--- src/rtl/hdr_frame_pkg.sv ---
package hdr_frame_pkg;
  typedef enum logic [2:0] {
    TAG_SIZE  = 3'd0,
    TAG_SRC   = 3'd1,
    TAG_DST   = 3'd2,
    TAG_CMD   = 3'd3,
    TAG_DATA  = 3'd4,
    TAG_CKSUM = 3'd5
  } fld_tag_e;
endpackage

--- src/rtl/hdr_len_ctr.sv ---
module hdr_len_ctr
  import hdr_frame_pkg::*;
#(
  parameter int DW    = 8,
  parameter int CNT_W = 11
) (
  input  logic          clk_i,
  input  logic          rst_ni,
  input  logic          clr_i,
  input  logic          adv_i,
  input  logic [DW-1:0] byte_i,
  output fld_tag_e      tag_o,
  output logic          len_ok_o
);
  localparam logic [CNT_W-1:0] CNT_MAX = {CNT_W{1'b1}};
  localparam logic [CNT_W-1:0] LEN_RST = CNT_W'(4);

  logic [CNT_W-1:0] cnt_q, exp_q;

  always_ff @(posedge clk_i or negedge rst_ni) begin
    if (!rst_ni) begin
      cnt_q <= '0;
      exp_q <= LEN_RST;
    end else if (clr_i) begin
      cnt_q <= '0;
      exp_q <= LEN_RST;
    end else if (adv_i) begin
      if (cnt_q == '0) exp_q <= CNT_W'({byte_i, 2'b00}) + LEN_RST;
      if (cnt_q != CNT_MAX) cnt_q <= cnt_q + 1'b1;
    end
  end

  // header positions win over the checksum position (L is never below 4)
  always_comb begin
    if (cnt_q < CNT_W'(4))  tag_o = fld_tag_e'(cnt_q[2:0]);
    else if (cnt_q == exp_q) tag_o = TAG_CKSUM;
    else                     tag_o = TAG_DATA;
  end

  assign len_ok_o = (cnt_q == exp_q + CNT_W'(1));


  cnt_no_wrap_chk: assert property (@(posedge clk_i) disable iff (!rst_ni)
    !clr_i |=> cnt_q >= $past(cnt_q));

  exp_len_align_chk: assert property (@(posedge clk_i) disable iff (!rst_ni)
    exp_q[1:0] == 2'b00 && exp_q != '0);
endmodule

--- src/rtl/hdr_xor_acc.sv ---
module hdr_xor_acc #(
  parameter int DW = 8
) (
  input  logic          clk_i,
  input  logic          rst_ni,
  input  logic          clr_i,
  input  logic          adv_i,
  input  logic [DW-1:0] byte_i,
  output logic          mismatch_o
);
  logic [DW-1:0] acc_q;

  always_ff @(posedge clk_i or negedge rst_ni) begin
    if (!rst_ni)     acc_q <= '0;
    else if (clr_i)  acc_q <= '0;
    else if (adv_i)  acc_q <= acc_q ^ byte_i;
  end

  // compare against earlier bytes only; current byte folds in afterwards
  assign mismatch_o = (byte_i != acc_q);
endmodule

--- src/rtl/hdr_frame_parser.sv ---
module hdr_frame_parser
  import hdr_frame_pkg::*;
#(
  parameter int DW    = 8,
  parameter int CNT_W = 11
) (
  input  logic          clk_i,
  input  logic          rst_ni,
  input  logic          start_i,
  input  logic          end_i,
  input  logic          frame_err_i,
  input  logic          byte_vld_i,
  input  logic [DW-1:0] byte_i,
  output logic [DW-1:0] byte_o,
  output logic [2:0]    tag_o,
  output logic          byte_vld_o,
  output logic          cksum_err_o,
  output logic          size_err_o
);
  logic     act_q;
  logic     do_abort, do_end, do_byte;
  fld_tag_e cur_tag;
  logic     len_ok, mismatch;

  // priority: start > frame error > end > byte
  assign do_abort = !start_i && frame_err_i;
  assign do_end   = !start_i && !frame_err_i && end_i && act_q;
  assign do_byte  = !start_i && !frame_err_i && !end_i && byte_vld_i && act_q;

  hdr_len_ctr #(.DW(DW), .CNT_W(CNT_W)) u_len_ctr (
    .clk_i    (clk_i),
    .rst_ni   (rst_ni),
    .clr_i    (start_i),
    .adv_i    (do_byte),
    .byte_i   (byte_i),
    .tag_o    (cur_tag),
    .len_ok_o (len_ok)
  );

  hdr_xor_acc #(.DW(DW)) u_xor_acc (
    .clk_i      (clk_i),
    .rst_ni     (rst_ni),
    .clr_i      (start_i),
    .adv_i      (do_byte),
    .byte_i     (byte_i),
    .mismatch_o (mismatch)
  );

  always_ff @(posedge clk_i or negedge rst_ni) begin
    if (!rst_ni)                  act_q <= 1'b0;
    else if (start_i)             act_q <= 1'b1;
    else if (do_abort || do_end)  act_q <= 1'b0;
  end

  always_ff @(posedge clk_i or negedge rst_ni) begin
    if (!rst_ni) begin
      byte_o      <= '0;
      tag_o       <= '0;
      byte_vld_o  <= 1'b0;
      cksum_err_o <= 1'b0;
      size_err_o  <= 1'b0;
    end else begin
      byte_vld_o  <= do_byte;
      cksum_err_o <= do_byte && (cur_tag == TAG_CKSUM) && mismatch;
      size_err_o  <= do_end && !len_ok;
      if (do_byte) begin
        byte_o <= byte_i;
        tag_o  <= cur_tag;
      end
    end
  end


  cksum_on_tag_chk: assert property (@(posedge clk_i) disable iff (!rst_ni)
    cksum_err_o |-> byte_vld_o && tag_o == TAG_CKSUM);

  byte_pass_chk: assert property (@(posedge clk_i) disable iff (!rst_ni)
    byte_vld_o |-> byte_o == $past(byte_i));

  vld_in_frame_chk: assert property (@(posedge clk_i) disable iff (!rst_ni)
    byte_vld_o |-> $past(act_q) && $past(byte_vld_i));

  size_on_end_chk: assert property (@(posedge clk_i) disable iff (!rst_ni)
    size_err_o |-> $past(end_i) && $past(act_q));

  one_event_chk: assert property (@(posedge clk_i) disable iff (!rst_ni)
    !(byte_vld_o && size_err_o));
endmodule

--- config.mk ---
export PLATFORM = sky130hd
export DESIGN_NAME = hdr_frame_parser
export DESIGN_NICKNAME = d
export VERILOG_FILES = /design/src/rtl/hdr_frame_pkg.sv /design/src/rtl/hdr_len_ctr.sv /design/src/rtl/hdr_xor_acc.sv /design/src/rtl/hdr_frame_parser.sv
export SDC_FILE = /design/constraint.sdc
export NUM_CORES = 1
export LEC_CHECK = 0
export BUFFER_PORTS_ARGS = -buffer_cell sky130_fd_sc_hd__buf_4
export CAP_MARGIN = 20
export CORE_MARGIN = 1.5
export CORE_UTILIZATION = 50
export DETAILED_ROUTE_END_ITERATION = 16
export GPL_ROUTABILITY_DRIVEN = 0
export GPL_TIMING_DRIVEN = 0
export PLACE_DENSITY = 0.76
export RECOVER_POWER = 50
export SYNTH_ARGS = -nofsm -noshare
export SYNTH_HDL_FRONTEND = slang
export SYNTH_SLANG_ARGS = --single-unit
--- constraint.sdc ---
create_clock -name clk_i -period 1.6 [get_ports clk_i]
set_clock_uncertainty 0.1 [all_clocks]
set_input_delay 0 -clock clk_i [delete_from_list [all_inputs] [get_ports clk_i]]
set_output_delay 0 -clock clk_i [all_outputs]
set_load 0.02 [all_outputs]
==> flow_metrics.tcl <==
set metrics [dict create \
    start_kind "register" \
    maxCapViolCount 0 \
    track_usage_pct 24.2 \
    die_w_um 70.5 \
    cp-startpoint "u_len_ctr.cnt_q[0]" \
    syn_nets 253 \
    crit_fanout 7 \
    synth_flop_cell "dfrtp_1" \
    regArea_um2 1090 \
    period_minus_slack_ns 1.76 \
    setup_ws_ns -0.157 \
    min_path_type "in -> reg" \
    netlist.area_leader.share_pct 46.2 \
    die_y_um 70.5 \
    power_density_nw_per_um2 802 \
    finalSetupViolCount 16 \
    synth_top_cell_by_area "dfrtp_1" \
    period_share_pct 110 \
    timing.fmax_mhz 569 \
    synthesis.area_um2 2280 \
    required_ns 1.70 \
    syn_inst 235 \
    post-place-ws_ns -0.329 \
    max_slew_margin_pct 27.9 \
    post_drt_via_cell_ratio 5.66 \
    peakVddDrop_mv 0.561 \
    slew_violations 0 \
    synth_most_common_cell "dfrtp_1" \
    synth-edff-count 0 \
    ioPinCount 28 \
    dp_hpwl_um 3430 \
    path_clk_slew_ns 0.09 \
    ys_warn_count 0 \
    status "complete, but fails checks" \
    area_growth_pct 35.0 \
    wl_per_cell_um 17.2 \
    rsz0062_at_grt "yes" \
    cts-htree-levels 2 \
    rr_worst_depth 6 \
    reg2reg_from "u_len_ctr.cnt_q[0]" \
    synth.ff_latch_count 43 \
    fin_hold_ws_ns 0.112 \
    worstMarginPinSlew_ns 1.08 \
    drive_gt1_share_pct 30.5 \
    violations "negative setup slack" \
    cp.arrival_ns 1.85 \
    numPortBuffers 25 \
    grt_max_degree 44 \
    antennaDiodeCount 0 \
    clockBufferDepth 2 \
    critPathKind "reg -> reg" \
    vias 1963 \
    initial_utilization_pct 52.3 \
    critPathCaptureType "register" \
    cts_tree "yes" \
    routed_wl_um 5970 \
    leakage_nw 1.39 \
    rows 24 \
    postSynth.asyncResetShare_pct 100 \
    reg2reg_slack_ns -0.16 \
    hold_violations 0 \
    grt_pass1_vias 1978 \
    cts.sinks 43 \
    cts_root_buffer "clkbuf_8" \
    netlist-cell-type-count 41 \
    synthTopCellsByCount "42 x dfrtp_1, 37 x nand2_1, 19 x nor2_1" \
    nFillCells 317 \
    core_area_um2 4350 \
    gr-total-overflow 0 \
    multi_input_area_um2 1270 \
    grt_first_pass_wirelength_um 9430 \
    yosys-top-cells-area "dfrtp_1 46%, xor2_1 6.9%, nand2_1 6.1%" \
    drt-initial-drc-count 210 \
    drc 0 \
    nNetsFinal 312 \
    synth.yosys.seq_area_share_pct 47.3 \
    cts_buffers 5 \
    timing.rr.end "u_len_ctr.exp_q[3]" \
    worstSetupEndpoint "u_len_ctr.exp_q[3]" \
    dieArea_um2 4970 \
    ant_nets 0 \
    firstDrtPassIters 4 \
    antenna_found_initial 0 \
    avgSynthCellArea_um2 9.68 \
    clock_latency_ns 0.30 \
]
worst max-delay path, stage by stage, from the launching register on:
cell and delay [ns]:
dfrtp_2 0.45, inv_1 0.13, ha_1 0.21, inv_1 0.06, nor3_1 0.19, buf_4 0.20
mux2_4 0.31
per-stage QoR:
stage               std cells  power [mW]  instance area [um2]  TNS [ns]  utilization (%)
floorplan                 235        1.40                 2290    -0.183                -
global placement          312        1.58                 2540     -3.01             58.4
detailed placement        312        1.58                 2540     -4.28             58.4
CTS                       344        2.46                 2950     -1.39             67.8
global route              347        2.56                 3070     -2.61             70.5
finish                    347        2.46                 3070     -1.38             70.5
final cells by class:
cell class              instances  area share [%]
clock inverters                 2            1.22
repair buffers                 54            14.7
well taps                      52            2.12
inverters                       7           0.855
multi-input cells             172            41.3
flip-flops and latches         43            35.4
plain buffers                  11            2.04
clock buffers                   6            2.36
where the power goes:
part | total (mW) | switching, mW | internal [mW]
logic | 0.414 | 0.229 | 0.185
clock network | 0.855 | 0.389 | 0.466
registers | 1.19 | 0.0421 | 1.15
timing repair:
item / in CTS / in global routing
endpoints found under the hold margin: 68 / 0
gates cloned: 0 / 0
setup buffers: 14 / 5
setup endpoints to repair: 39 / 31
hold buffers: 13 / 0
pin swaps: 10 / 8
gates resized for setup: 25 / 29
metal layers:
layer	vias to the layer above	wire length, um	GRT usage, %	part of all wire (%)
met5	-	0	0	0
met1	963	2380	32.4	40
met4	0	110	6.62	1.8
li1	912	-	-	-
met2	74	3140	39.6	53
met3	14	342	5.34	5.7
placed cells by master (no fill, tap or decap), drive strengths merged, types with 8 or more instances in the layout:
cell type	count
buf	44
dfrtp	42
nand2	37
nor2	19
xor2	18
xnor2	15
clkbuf	14
dlygate4sd3	13
nand3	11
mux2i	8
logic make-up after synthesis:
| kind of cell | count (synthesis) | share of synthesized area (%) |
|---|---|---|
| buffers and inverters | 20 | 3.63 |
| AO/OA/AOI/OAI | 25 | 7.42 |
| XOR/XNOR | 33 | 12.7 |
| multiplexers | 10 | 4.51 |
| adder cells (fa/ha/maj) | 4 | 2.20 |
| AND/OR/NAND/NOR | 100 | 22.2 |
| flip-flops | 43 | 47.3 |
how the worst min path moves through the flow:
stage	start	to	slack, ns	depth (start not counted)
after global placement	rst_ni	u_len_ctr.cnt_q[7]	-0.07	1
after global routing	byte_vld_i	u_len_ctr.cnt_q[7]	0.14	5
final	byte_vld_i	u_len_ctr.cnt_q[7]	0.11	5
after detailed placement	rst_ni	u_len_ctr.cnt_q[7]	-0.07	1
after CTS	byte_vld_i	u_len_ctr.cnt_q[7]	0.11	5
after floorplan	rst_ni	act_q	-0.40	0
sequential cells by signal (all words and copies together), names as in the netlist:
name             cells
u_xor_acc.acc_q      8
cksum_err_o          1
byte_o               8
byte_vld_o           1
act_q                1
size_err_o           1
u_len_ctr.cnt_q     11
u_len_ctr.exp_q      9
tag_o                3
Power figures use the tool's default switching activity.
